===== config.mk =====
export PLATFORM = sky130hd
export DESIGN_NAME = hpos_counter
export DESIGN_NICKNAME = d
export VERILOG_FILES = /design/src/rtl/hpc_pkg.sv /design/src/rtl/hpc_motion.sv /design/src/rtl/hpc_blank.sv /design/src/rtl/hpc_pos.sv /design/src/rtl/hpos_counter.sv
export SDC_FILE = /design/constraint.sdc
export NUM_CORES = 1
export LEC_CHECK = 0
export BUFFER_PORTS_ARGS = -buffer_cell sky130_fd_sc_hd__buf_2
export CELL_PAD_IN_SITES_DETAIL_PLACEMENT = 0
export CELL_PAD_IN_SITES_GLOBAL_PLACEMENT = 2
export CORE_ASPECT_RATIO = 1.75
export CORE_MARGIN = 2
export CORE_UTILIZATION = 32
export DETAILED_ROUTE_END_ITERATION = 12
export GPL_TIMING_DRIVEN = 0
export HOLD_SLACK_MARGIN = 0.02
export PLACE_DENSITY_LB_ADDON = 0.15
export RECOVER_POWER = 50
export SLEW_MARGIN = 10
export SYNTH_ARGS = -nofsm -noshare
export SYNTH_HDL_FRONTEND = slang
export SYNTH_SLANG_ARGS = --single-unit

===== constraint.sdc =====
create_clock -name clk -period 2.5 [get_ports clk]
set_clock_uncertainty 0.2 [all_clocks]
set_input_delay 0.125 -clock clk [delete_from_list [all_inputs] [get_ports clk]]
set_output_delay 0.125 -clock clk [all_outputs]
set_load 0.02 [all_outputs]

===== src/rtl/hpc_pkg.sv =====
package hpc_pkg;
    localparam int VIS_PIX  = 160;
    localparam int POS_W    = $clog2(VIS_PIX);
    localparam int EXT_PIX  = 8;
    localparam int EXT_W    = $clog2(EXT_PIX);
    localparam int GAP      = 4;
    localparam int GAP_W    = $clog2(GAP);
    localparam int MOT_W    = 4;
    localparam int NCOPY    = 3;

    typedef logic [POS_W-1:0] pos_t;
    typedef logic [NCOPY-1:0] copy_t;

    localparam pos_t COPY_AT [NCOPY] = '{pos_t'(16), pos_t'(32), pos_t'(64)};

    typedef struct packed {
        logic [MOT_W-1:0] left;
        logic [GAP_W-1:0] phase;
    } train_t;

    typedef struct packed {
        logic             hb_q;
        logic             armed;
        logic [EXT_W-1:0] ext_left;
    } blank_st_t;

    function automatic pos_t pos_step(pos_t p);
        return (p == pos_t'(VIS_PIX - 1)) ? '0 : p + pos_t'(1);
    endfunction

    function automatic logic at_wrap(pos_t p);
        return p == pos_t'(VIS_PIX - 1);
    endfunction
endpackage


===== src/rtl/hpc_motion.sv =====
module hpc_motion
    import hpc_pkg::*;
(
    input  logic             clk,
    input  logic             rst,
    input  logic             move_stb,
    input  logic [MOT_W-1:0] motion,
    output logic             pulse
);
    train_t st;

    assign pulse = (st.left != '0) && (st.phase == GAP_W'(GAP - 1));

    always_ff @(posedge clk) begin
        if (rst) begin
            st <= '0;
        end else if (move_stb) begin
            st.left  <= motion;
            st.phase <= '0;
        end else if (st.left != '0) begin
            if (pulse) begin
                st.left  <= st.left - MOT_W'(1);
                st.phase <= '0;
            end else begin
                st.phase <= st.phase + GAP_W'(1);
            end
        end
    end
endmodule


===== src/rtl/hpc_blank.sv =====
module hpc_blank
    import hpc_pkg::*;
(
    input  logic clk,
    input  logic rst,
    input  logic hblank_i,
    input  logic move_stb,
    output logic blank_eff,
    output logic ext_pending
);
    blank_st_t st;
    logic line_start;
    logic widen_now;

    assign line_start  = hblank_i & ~st.hb_q;
    assign widen_now   = ~hblank_i & st.hb_q & st.armed;
    assign blank_eff   = hblank_i | widen_now | (st.ext_left != '0);
    assign ext_pending = st.armed;

    always_ff @(posedge clk) begin
        if (rst) begin
            st <= '0;
        end else begin
            st.hb_q <= hblank_i;
            if (move_stb)
                st.armed <= 1'b1;
            else if (line_start)
                st.armed <= 1'b0;
            if (widen_now)
                st.ext_left <= EXT_W'(EXT_PIX - 1);
            else if (st.ext_left != '0)
                st.ext_left <= st.ext_left - EXT_W'(1);
        end
    end
endmodule


===== src/rtl/hpc_pos.sv =====
module hpc_pos
    import hpc_pkg::*;
(
    input  logic  clk,
    input  logic  rst,
    input  logic  res_stb,
    input  logic  blank_eff,
    input  logic  mpulse,
    output pos_t  pos,
    output logic  draw_start,
    output copy_t copy_start
);
    logic  adv;
    copy_t hit;

    // a motion pulse adds a count in blank and swallows one when visible
    assign adv = (~blank_eff) ^ mpulse;

    for (genvar i = 0; i < NCOPY; i++) begin : g_copy
        assign hit[i] = (pos == (COPY_AT[i] - pos_t'(1)));
    end

    always_ff @(posedge clk) begin
        if (rst || res_stb) begin
            pos        <= '0;
            draw_start <= 1'b0;
            copy_start <= '0;
        end else if (adv) begin
            pos        <= pos_step(pos);
            draw_start <= at_wrap(pos);
            copy_start <= hit;
        end else begin
            draw_start <= 1'b0;
            copy_start <= '0;
        end
    end
endmodule


===== src/rtl/hpos_counter.sv =====
module hpos_counter
    import hpc_pkg::*;
(
    input  logic             clk,
    input  logic             rst,
    input  logic             hblank_i,
    input  logic             res_stb,
    input  logic             move_stb,
    input  logic [MOT_W-1:0] motion,
    output logic [POS_W-1:0] pos_o,
    output logic             draw_start,
    output logic [NCOPY-1:0] copy_start,
    output logic             ext_pending,
    output logic             blank_eff
);
    logic mpulse;

    hpc_motion u_motion (
        .clk      (clk),
        .rst      (rst),
        .move_stb (move_stb),
        .motion   (motion),
        .pulse    (mpulse)
    );

    hpc_blank u_blank (
        .clk         (clk),
        .rst         (rst),
        .hblank_i    (hblank_i),
        .move_stb    (move_stb),
        .blank_eff   (blank_eff),
        .ext_pending (ext_pending)
    );

    hpc_pos u_pos (
        .clk        (clk),
        .rst        (rst),
        .res_stb    (res_stb),
        .blank_eff  (blank_eff),
        .mpulse     (mpulse),
        .pos        (pos_o),
        .draw_start (draw_start),
        .copy_start (copy_start)
    );
endmodule


# --- Word-level counts from Yosys, hierarchy flattened ---
# Index checks and enable logic that the tools add are counted.
op_classes:
  addsub: 4
  n_eq_ne: 5
  muxes: 9
  bitwise: 10
  reduce_logical: 11
op_table:
  columns: ["op", "n"]
  rows:
  - ["2-to-1 mux 6 bit", 2]
  - ["adder 8 x 1 -> 8 bit (second input constant)", 1]
  - ["== test 8 x 4 -> 1 bit (second input constant)", 1]
  - ["== test 8 x 5 -> 1 bit (second input constant)", 1]
  - ["== test 8 x 6 -> 1 bit (second input constant)", 1]
  - ["== test 8 bit (second input constant)", 1]
  - ["2-to-1 mux 8 bit", 1]
  - ["nonzero test 2 bit", 4]
  - ["2-to-1 mux 3 bit", 2]
  - ["2-to-1 mux 4 bit", 1]
  - ["NOT 1 bit", 4]
  - ["nonzero test 4 bit", 1]
  - ["OR reduction 2 bit", 2]
  - ["subtractor 4 x 1 -> 4 bit (second input constant)", 1]
  - ["bitwise AND 1 bit", 3]
  - ["nonzero test 3 bit", 1]
  - ["subtractor 3 x 1 -> 3 bit (second input constant)", 1]
  - ["adder 2 x 1 -> 2 bit (second input constant)", 1]
  - ["== test 2 bit (second input constant)", 1]
  - ["2-to-1 mux 1 bit", 2]
  - ["2-to-1 mux 2 bit", 1]
  - ["OR 1 bit", 2]
  - ["AND reduction 2 bit", 1]
  - ["logical AND 1 bit", 1]
  - ["2 further kinds", 2]
word_totals:
  reg_bits: 23
  input_bits: 9
  output_inout_bits: 14

# --- Depth between registers and ports, before layout ---
# Gate-level depths: netlist (run 1).
depth:
  depth_word: 9
  depth_mapped: 8
  mapped_depth_nobuf: 7

# --- Modules after synthesis ---
# Synthesis (run 1) repeated with hierarchy kept, for this count alone.
unflattened:
  cells_unflattened: 117
  hier_area_um2: 1084.8
modules_own_cells:
  columns: ["module", "n_inst", "cells_per_inst", "area_each_um2"]
  rows:
  - ["hpc_pos", 1, 59, 533.0]
  - ["hpc_motion", 1, 33, 306.5]
  - ["hpc_blank", 1, 25, 245.2]

# --- Least setup slack after synthesis (run 1) ---
# No wires, ideal clock.
synth_timing:
  path_type: "register -> register"
  from: "reg u_blank.st[0] (netlist bit)"
  to: "reg u_pos.copy_start[0]"
  setup_time_ns: 0.088
  t_arrival_ns: 1.588
  path_slack_ns: 0.625
  stages_incl_launch_ff: 8
  n_path_buf: 0
  synth_period_minus_slack_ns: 1.875
  path_cell_list: "dfxtp_1 inv_1 ha_1 nor3b_1 a21oi_1 o21a_4 nand2_4 nor4b_4"
synth_between:
  elab_chain_cells: 6
synth_lines:
  columns: ["element", "line", "text"]
  rows:
  - ["start, declared", "hpc_blank.sv:11", "blank_st_t st;"]
  - ["nonzero test 3 bit", "hpc_blank.sv:17", "assign blank_eff = hblank_i | widen_now | (st.ext_left != '0);"]
  - ["OR 1 bit", "hpc_blank.sv:17", null]
  - ["NOT 1 bit", "hpc_pos.sv:17", "assign adv = (~blank_eff) ^ mpulse;"]
  - ["bitwise XOR 1 bit", "hpc_pos.sv:17", null]
  - ["NOT 1 bit (no source line)", null, null]
  - ["OR reduction 2 bit (no source line)", null, null]
  - ["end signal, assigned", "hpc_pos.sv:31", "copy_start <= hit;"]
  - ["end, declared", "hpc_pos.sv:11", "output copy_t copy_start"]
# Every way passes these cells.
# A chain may end at the register's enable or synchronous reset.

# --- Worst setup path after layout (run 1) ---
layout_timing:
  from: "reg u_motion.st[0] (netlist bit)"
  to: "reg u_motion.st[4] (netlist bit)"
layout_between:
  elab_chain_cells: 4
layout_lines:
  columns: ["element", "line", "text"]
  rows:
  - ["start, declared", "hpc_motion.sv:10", "train_t st;"]
  - ["== test 2 bit", "hpc_motion.sv:12", "assign pulse = (st.left != '0) && (st.phase == GAP_W'(GAP - 1));"]
  - ["logical AND 1 bit", "hpc_motion.sv:12", null]
  - ["nonzero test 2 bit (no source line)", null, null]
  - ["AND reduction 2 bit (no source line)", null, null]
# Every way passes these cells.

==> impl_metrics.csv, run 1 <==
group,metric,value,unit
sta,rsz0062_at_grt,"no",
layout,n_antenna_cell,0,
place,dp_hpwl,1.77,mm
floorplanning,fp.coreArea,3330,sq um
power,vdd_drop_max,0.323,mV
route,finalWirelength,2.32,mm
worst_setup_path,crit_type,"register to register",
floorplanning,core.rowCount,28,
synth,yosysSeqAreaShare,42.3,%
floorplanning,fp.dieW,48.1,um
route,wl_met1,966,um
sta,tightest_slew,533,ps
worst_setup_path,critPathLaunchType,"register",
route,final_antenna_net_count,0,
cts,cts_sinks,23,
status,status,"finished clean",
sta,finalCritPeriodShare,92.3,%
floorplanning,die_h,81.2,um
sta,slew_headroom,64.1,%
sta,setup_viol,0,
floorplanning,initial_core_util,32.7,%
worst_setup_path,cp.arrival,2310,ps
layout,layout_commonest_cell,"dfxtp_1",
place,dpl_cell_area,1250,sq um
layout,drive_gt1_share,12.7,%
global_route,grt_start_max_net_pins,13,
cts,clock_latency,260,ps
floorplanning,die-area,3910,sq um
worst_setup_path,critPathCaptureType,"register",
route,top_layer,"met4",
place,gp_congestion,0.755,
sta,min_period,2310,ps
cts,cts_htree_levels,1,
synth,synth_cells,116,
cts,cts_tree,"yes",
worst_setup_path,crit_chain,"ha_1 -> nand2b_1 -> or4b_1 -> a21oi_1 -> a21oi_1 -> dlygate4sd3_1 -> nor2_1",
place,post-place-cells,182,
global_route,grt_pass1_wl,3.87,mm
sta,drv_slew,0,
worst_setup_path,ff2ff_setup_slack,190,ps
route,vias_per_cell,4.74,
cts,max-clock-path-buffers,2,
synth,synth_edf_count,0,
layout,nNetsFinal,164,
worst_setup_path,cp_common_cell,"a21oi_1",
layout,design_area,1370,sq um
synth,ys.warnings.count,0,
worst_setup_path,max_stage_delay,550,ps
global_route,grt_pass1_vias,927,
layout,syn2layout_area_growth,25.6,%
cts,cts_root_buf,"clkbuf_8",
route,routedWlPerCell,11.9,um
layout,layout_common_cells,"dfxtp_1 (23), clkbuf_1 (17), nor2_1 (14)",
synth,synth_ff_type,"dfxtp_1",
route,met3_length,70,um
power,p_per_area,645,nW/um^2
synth,synth_nets,129,
layout,final_cells,195,
global_route,grt_use_total,13.7,%
route,wl_met2,1.26,mm
route,firstDrtPassIters,4,
synth,synth_cell_types,34,
sta,max_freq,0.433,GHz
power,power.static_leakage,0.537,nW
route,post-route-drc-count,0,
cts,clkTransAtPathRegs,80,ps
worst_setup_path,critPathMaxFanout,5,
route,drtIter0Drc,7,
synth,postSynth.asyncResetShare,0,%
global_route,globalRoute.totalOverflow,0,
synth,synth-seq-cells,23,
global_route,antenna_found_initial,0,
sta,fin_tns_setup,0,ps
cts,cts_made_buffers,3,
worst_setup_path,required,2500,ps
run,cap_violations,0,
synth,syn-mean-instance-area,9.39,sq um
floorplanning,io_pins,23,
route,vias,924,
min_path,hold_class,"input port to register",
sta,hold_viol_final,0,
worst_setup_path,timing.critical_path.slowest_stage_cell,"dlygate4sd3_1",
worst_setup_path,crit_buf_inv,1,
synth,syn-cell-area,1090,sq um
place,portBuffers,21,
worst_setup_path,cp_top_family,"simple AND/OR/NAND/NOR gates",
## per-stage QoR
stage | setup slack (ps) | util (%) | hold WS, ps | total power (W)
2_1_floorplan | 625 | - | -4.13 | 0.000606
3_3_place_gp | 352 | 37.6 | 160 | 0.000651
3_5_place_dp | 364 | 37.6 | 168 | 0.000656
4_1_cts | 173 | 41.7 | 75.0 | 0.000901
5_1_grt | 63.2 | 41.1 | 96.1 | 0.000959
6_report | 193 | 41.1 | 69.5 | 0.000883
## area by class of cell
type / count / area, sq um
Tap cell: 45 / 56.3
Multi-Input combinational cell: 86 / 599
Timing Repair Buffer: 30 / 178
Sequential cell: 23 / 460
Buffer: 3 / 15.0
Clock buffer: 4 / 45.0
Fill cell: 350 / 1960
Inverter: 4 / 15.0
## timing repair
action,in CTS,in global routing
setup buffers,0,0
hold buffers,9,0
gates resized for setup,0,0
endpoints found under the hold margin,10,0
## final timing paths
path / startpoint / end / cells after the start
worst max-delay path: u_motion.st[0] / u_motion.st[4] / 7
worst min-delay path: rst / u_pos.pos[4] / 2
worst max register to register: u_motion.st[0] / u_motion.st[4] / 7
worst min register to register: u_blank.ext_pending / u_blank.ext_pending / 2
## routing by layer
metal / track usage [%] / up-vias
li1: - / 481
met5: 0 / -
met3: 2.00 / 2
met1: 14.6 / 422
met4: 6.49 / 0
met2: 24.4 / 19
## logic make-up (layout without fill, tap and decap cells)
| group | Yosys count | count (layout) | share of synthesized area (%) |
|---|---|---|---|
| buf+inv | 7 | 41 | 2.76 |
| flops | 23 | 23 | 42.3 |
| mux | 4 | 4 | 3.67 |
| xor+xnor | 8 | 8 | 6.43 |
| fa+ha+maj | 4 | 4 | 4.59 |
| simple gates | 44 | 44 | 24.2 |
| compound gates | 26 | 26 | 16.1 |
## power by group
group,internal (W),total [W],switching [W]
combinational,0.000113,0.000233,0.000120
clock,0.000114,0.000227,0.000113
sequential,0.000398,0.000423,0.0000252
## synthesized netlist by cell type, types with 2 or more instances
cell	n	area share [%]
dfxtp_1	23	42
nor2_1	14	4.8
a21oi_1	10	4.6
nand2_1	6	2.1
nor3_1	6	2.8
o21ai_0	6	2.8
xor2_1	5	4.0
ha_1	4	4.6
inv_1	4	1.4
mux2i_1	4	3.7
and3_1	3	1.7
xnor2_1	3	2.4
clkbuf_1	2	0.69
nand2b_1	2	1.1
nand3_1	2	0.92
nor4_1	2	1.1
nor4b_4	2	4.4
o21ai_1	2	0.92
## registers in the layout, summed over array words and instances, names as in the netlist
signal	flops
u_blank.ext_pending	1
u_motion.st	6
u_blank.st	4
u_pos.pos	8
u_pos.copy_start	3
u_pos.draw_start	1
Note: power is estimated with default switching activity, not from simulation.
==> run 2: changes to the inputs <==
--- a/config.mk
+++ b/config.mk
@@ -5,17 +5,18 @@
 export SDC_FILE = /design/constraint.sdc
 export NUM_CORES = 1
 export LEC_CHECK = 0
-export BUFFER_PORTS_ARGS = -buffer_cell sky130_fd_sc_hd__buf_2
 export CELL_PAD_IN_SITES_DETAIL_PLACEMENT = 0
 export CELL_PAD_IN_SITES_GLOBAL_PLACEMENT = 2
 export CORE_ASPECT_RATIO = 1.75
 export CORE_MARGIN = 2
-export CORE_UTILIZATION = 32
+export CORE_UTILIZATION = 36
 export DETAILED_ROUTE_END_ITERATION = 12
+export DONT_BUFFER_PORTS = 1
 export GPL_TIMING_DRIVEN = 0
 export HOLD_SLACK_MARGIN = 0.02
 export PLACE_DENSITY_LB_ADDON = 0.15
 export RECOVER_POWER = 50
+export REMOVE_ABC_BUFFERS = 1
 export SLEW_MARGIN = 10
 export SYNTH_ARGS = -nofsm -noshare
 export SYNTH_HDL_FRONTEND = slang
==> run 2 against run 1 <==
Non-clock buffer count fell by 23. Global-route usage is 0.73 points higher. Sequential cell count is the same. Utilization rose by 2.2 points. Total power shrank 2.8%. Fmax grew 5.7%. Sequential power increased by 1%. Final cell count is 21% lower. Sequential share of layout area is 3.1 points higher. Worst hold slack gained 200 ps.
==> impl_metrics.csv, run 2 (synthesis gave the netlist of run 1 again) <==
group,metric,value,unit
route,wl_met2,1.18,mm
route,wl_met1,908,um
worst_setup_path,crit_path_end,"u_pos.pos[7]",
layout,nNetsFinal,141,
layout,design_area,1250,sq um
layout,seq_area,460,sq um
worst_setup_path,crit_buf_inv,1,
route,finalWirelength,2.21,mm
worst_setup_path,cp_top_family,"compound AO/OA/AOI/OAI gates",
floorplanning,io_pins,23,
place,gp_congestion,0.712,
worst_setup_path,cp.arrival,2130,ps
layout,top_register,"u_pos.pos",
run,cap_violations,0,
floorplanning,core.rowCount,26,
place,preCtsSetupSlack,308,ps
sta,fin_tns_setup,0,ps
sta,rsz0062_at_grt,"no",
layout,largest_register_ffs,8,
place,dpl_cell_area,1110,sq um
floorplanning,fp.coreArea,2900,sq um
route,vias_per_cell,5.46,
layout,syn2layout_area_growth,15.2,%
worst_setup_path,timing.critical_path.slowest_stage_cell,"a21oi_1",
cts,cts_setup_buffers,0,
floorplanning,die-area,3500,sq um
worst_setup_path,r2r_start,"u_blank.st[0]",
power,p_per_area,684,nW/um^2
layout,reg_top3,"u_pos.pos x8, u_motion.st x6, u_blank.st x4",
sta,hold_viol_final,0,
global_route,grt_pass1_wl,3.80,mm
cts,max-clock-path-buffers,2,
min_path,hp-start,"hblank_i",
floorplanning,die_h,76.8,um
cts,cts_made_buffers,3,
layout,drive_gt1_share,8.66,%
place,portBuffers,0,
worst_setup_path,critPathLaunchType,"register",
layout,final_cells,155,
worst_setup_path,crit_cells,7,
global_route,grt_start_max_net_pins,17,
power,vdd_drop_max,0.396,mV
floorplanning,fp.dieW,45.6,um
worst_setup_path,critPathCaptureType,"register",
route,vias,846,
route,firstDrtPassIters,4,
place,dp_hpwl,1.66,mm
layout,fin_util,43.3,%
status,status,"finished clean",
layout,multi_input_area,599,sq um
sta,setup_slack,317,ps
sta,tightest_slew,637,ps
layout,fill_cells,279,
layout,n_antenna_cell,0,
route,drtIter0Drc,21,
min_path,hold_class,"input port to output port",
worst_setup_path,crit_start,"u_blank.st[0]",
route,routedWlPerCell,14.2,um
cts,clkTransAtPathRegs,80,ps
worst_setup_path,reg2reg_to,"u_pos.pos[7]",
global_route,globalRoute.totalOverflow,0,
worst_setup_path,ff2ff_setup_slack,320,ps
cts,clock_latency,260,ps
worst_setup_path,r2r_cells,7,
cts,cts_root_buf,"clkbuf_8",
worst_setup_path,critPathMaxFanout,7,
route,final_antenna_net_count,0,
power,power.static_leakage,0.494,nW
worst_setup_path,max_stage_delay,480,ps
cts,cts_tree,"yes",
floorplanning,initial_core_util,37.6,%
layout,layout_common_cells,"dfxtp_1 (23), nor2_1 (14), a21oi_1 (10), dlygate4sd3_1 (10)",
cts,cts_sinks,23,
layout,layout_commonest_cell,"dfxtp_1",
sta,setup_viol,0,
sta,slew_headroom,57.4,%
global_route,grt_use_total,14.4,%
cts,cts_htree_levels,1,
worst_setup_path,required,2440,ps
global_route,grt_pass1_vias,834,
global_route,antenna_found_initial,0,
sta,finalCritPeriodShare,87.3,%
sta,max_freq,0.458,GHz
route,top_layer,"met4",
worst_setup_path,crit_type,"register to register",
route,post-route-drc-count,0,
route,met3_length,93,um
sta,drv_slew,0,
place,post-place-cells,141,
sta,min_period,2180,ps
worst_setup_path,crit_chain,"inv_1 -> ha_1 -> nor3b_1 -> a21oi_1 -> o21ai_0 -> o21ai_1 -> nor2_1",
run 2: changes by cell type in the layout (fill, tap and decap cells not counted):
cell,delta
clkbuf_1,-16
buf_4,-1
buf_2,-7
dlygate4sd3_1,+1
run 2: cell type report:
class                           instances  share of cell area (%)
Inverter                                4                    1.20
Clock buffer                            4                    3.59
Tap cell                               28                    2.79
Sequential cell                        23                    36.7
Multi-Input combinational cell         86                    47.8
Timing Repair Buffer                   10                    7.98
run 2: metal layers:
layer  GRT usage, %  vias to the layer above
met5              0                        -
met4           7.06                        0
met3           3.06                        2
met2           23.8                       15
met1           16.4                      393
li1               -                      436
run 2: repair_timing:
action,in CTS,in global routing
gates resized for setup,0,0
hold buffers,10,0
hold endpoints to repair,19,0
run 2: through the flow:
step / hold slack, ps / total power, W
3_3_place_gp: -4.91 / 0.000623
6_report: 273 / 0.000858
4_1_cts: 278 / 0.000875
3_5_place_dp: -1.72 / 0.000625
5_1_grt: 309 / 0.000937
2_1_floorplan: -8.31 / 0.000595
run 2: worst min path at each step:
stage                     cells after the start  slack, ps            end
final                                         2        270      blank_eff
after floorplan                               1         -8  u_blank.st[4]
after global routing                          2        310      blank_eff
after global placement                        1         -5  u_blank.st[4]
after detailed placement                      1         -2  u_blank.st[4]
after CTS                                     2        280      blank_eff
run 2: where the power goes:
| group | internal [W] | switching [W] | total [W] |
|---|---|---|---|
| registers | 0.000398 | 0.0000308 | 0.000429 |
| logic | 0.0000975 | 0.000108 | 0.000205 |
| clock network | 0.000113 | 0.000111 | 0.000224 |
| total | 0.000609 | 0.000249 | 0.000858 |
==> run 3: changes to the inputs <==
==> constraint.sdc (replaced) <==
create_clock -name clk -period 2.3 [get_ports clk]
set_clock_uncertainty 0.2 [all_clocks]
set_input_delay 0.115 -clock clk [delete_from_list [all_inputs] [get_ports clk]]
set_output_delay 0.115 -clock clk [all_outputs]
set_load 0.02 [all_outputs]
==> run 3 against run 2 <==
Non-clock buffer count is the same. Sequential share of layout area is 0.36 points lower. Utilization rose by 0.43 points. Design area is 1.0% higher. Clock power is 8% higher. Combinational power grew 11%. Worst hold slack got worse by 29 ps. Routed wire length fell by 0.41%. Fmax increased by 6.1%. Die area unchanged. Total power rose by 9.2%. Count of clock-buffer cells in the layout stayed put. Largest cell class unchanged. Highest routed layer unchanged.
==> impl_metrics.csv, run 3 (synthesis gave the netlist of run 1 again) <==
group,metric,value,unit
status,status,"finished clean",
floorplanning,initial_core_util,37.6,%
cts,cts_sinks,23,
sta,fin_tns_setup,0,ps
route,drtIter0Drc,20,
floorplanning,core.rowCount,26,
cts,cts_made_buffers,3,
cts,max-clock-path-buffers,2,
layout,drive_gt1_share,11.0,%
min_path,hold_class,"input port to output port",
worst_setup_path,crit_chain,"ha_1 -> nand2b_1 -> nor3_1 -> a211o_1 -> o21ai_0 -> dlygate4sd3_1 -> nor2_1",
cts,cts_htree_levels,1,
sta,hold_viol_final,0,
global_route,grt_pass1_wl,3.80,mm
route,final_antenna_net_count,0,
layout,layout_common_cells,"dfxtp_1 (23), nor2_1 (14), dlygate4sd3_1 (10)",
route,vias_per_cell,5.50,
sta,min_period,2060,ps
worst_setup_path,critPathCaptureType,"register",
cts,cts_tree,"yes",
layout,reg_top3,"u_pos.pos x8, u_motion.st x6, u_blank.st x4",
sta,setup_viol,0,
power,vdd_drop_max,0.432,mV
layout,top_register,"u_pos.pos",
route,top_layer,"met4",
global_route,grt_use_total,14.4,%
sta,drv_slew,0,
layout,n_antenna_cell,0,
route,wl_met1,899,um
sta,slew_headroom,58.0,%
sta,timing.hold.ws,244,ps
floorplanning,die-area,3500,sq um
floorplanning,fp.coreArea,2900,sq um
worst_setup_path,cp.arrival,1990,ps
cts,cts_root_buf,"clkbuf_8",
route,routedWlPerCell,14.2,um
worst_setup_path,critPathLaunchType,"register",
global_route,antenna_found_initial,0,
place,dp_hpwl,1.66,mm
floorplanning,die_h,76.8,um
route,firstDrtPassIters,3,
layout,fill_cells,279,
layout,largest_register_ffs,8,
worst_setup_path,critPathMaxFanout,5,
floorplanning,io_pins,23,
route,post-route-drc-count,0,
worst_setup_path,required,2230,ps
floorplanning,fp.dieW,45.6,um
cts,clkTransAtPathRegs,80,ps
place,portBuffers,0,
worst_setup_path,crit_type,"register to register",
worst_setup_path,timing.critical_path.slowest_stage_cell,"dlygate4sd3_1",
layout,layout_commonest_cell,"dfxtp_1",
run,cap_violations,0,
worst_setup_path,max_stage_delay,560,ps
sta,max_freq,0.486,GHz
route,wl_met2,1.19,mm
worst_setup_path,crit_buf_inv,1,
power,power.static_leakage,0.497,nW
route,met3_length,83,um
worst_setup_path,cp_top_family,"buffers and inverters",
cts,cts_setup_buffers,0,
layout,nNetsFinal,141,
global_route,globalRoute.totalOverflow,0,
power,p_per_area,739,nW/um^2
sta,finalCritPeriodShare,89.5,%
layout,fin_util,43.8,%
sta,rsz0062_at_grt,"no",
global_route,grt_start_max_net_pins,17,
route,vias,852,
sta,tightest_slew,628,ps
global_route,grt_pass1_vias,834,
place,gp_congestion,0.712,
layout,syn2layout_area_growth,16.3,%
cts,clock_latency,260,ps
route,finalWirelength,2.20,mm
## run 3: cell count changes in the layout (fill, tap and decap cells not counted)
| cell | change |
|---|---|
| nor3b_2 | +1 |
| o21ai_2 | +1 |
| a21oi_2 | +1 |
| a21oi_1 | -1 |
| o21ai_1 | -1 |
| nor3b_1 | -1 |
## run 3: where the power goes
group | total [W] | leakage [nW] | internal (W) | switching [W]
clock network | 0.000243 | 0.0228 | 0.000123 | 0.000120
registers | 0.000467 | 0.188 | 0.000433 | 0.0000338
logic | 0.000227 | 0.286 | 0.000109 | 0.000119
total | 0.000937 | 0.497 | 0.000665 | 0.000272
## run 3: stage by stage
| stage | instance area (sq um) | worst slack [ps] | cells | total power [W] |
|---|---|---|---|---|
| 5_1_grt | 1270 | 33.9 | 155 | 0.00102 |
| 4_1_cts | 1250 | 75.5 | 155 | 0.000951 |
| 6_report | 1270 | 242 | 155 | 0.000937 |
| 3_3_place_gp | 1110 | 95.8 | 141 | 0.000677 |
| 3_5_place_dp | 1110 | 108 | 141 | 0.000680 |
| 2_1_floorplan | 1070 | 425 | 113 | 0.000646 |
## run 3: cell type report
class / count / area [sq um] / area share, %
clock buffer: 4 / 45.0 / 3.55
tap: 28 / 35.0 / 2.76
multi-input combinational: 86 / 612 / 48.3
timing repair buffer: 10 / 100 / 7.90
sequential: 23 / 460 / 36.3
inverter: 4 / 15.0 / 1.18
## run 3: path summary, 6_finish.rpt
| kind | start | end | slack, ps | cells after the start |
|---|---|---|---|---|
| worst min register to register | u_motion.st[1] | u_motion.st[1] | 340 | 2 |
| worst min-delay path | hblank_i | blank_eff | 240 | 2 |
| worst max-delay path | u_motion.st[0] | u_motion.st[3] | 240 | 7 |
| worst max register to register | u_motion.st[0] | u_motion.st[3] | 240 | 7 |
## run 3: metal layers
layer / vias up / GRT usage [%]
li1: 436 / -
met3: 2 / 3.06
met2: 15 / 23.8
met5: - / 0
met1: 399 / 16.4
met4: 0 / 7.06
## run 3: what timing repair did
action	in CTS	in global routing
hold buffers	10	0
endpoints found under the hold margin	20	0
resized for setup	0	3
setup endpoints to repair	0	7
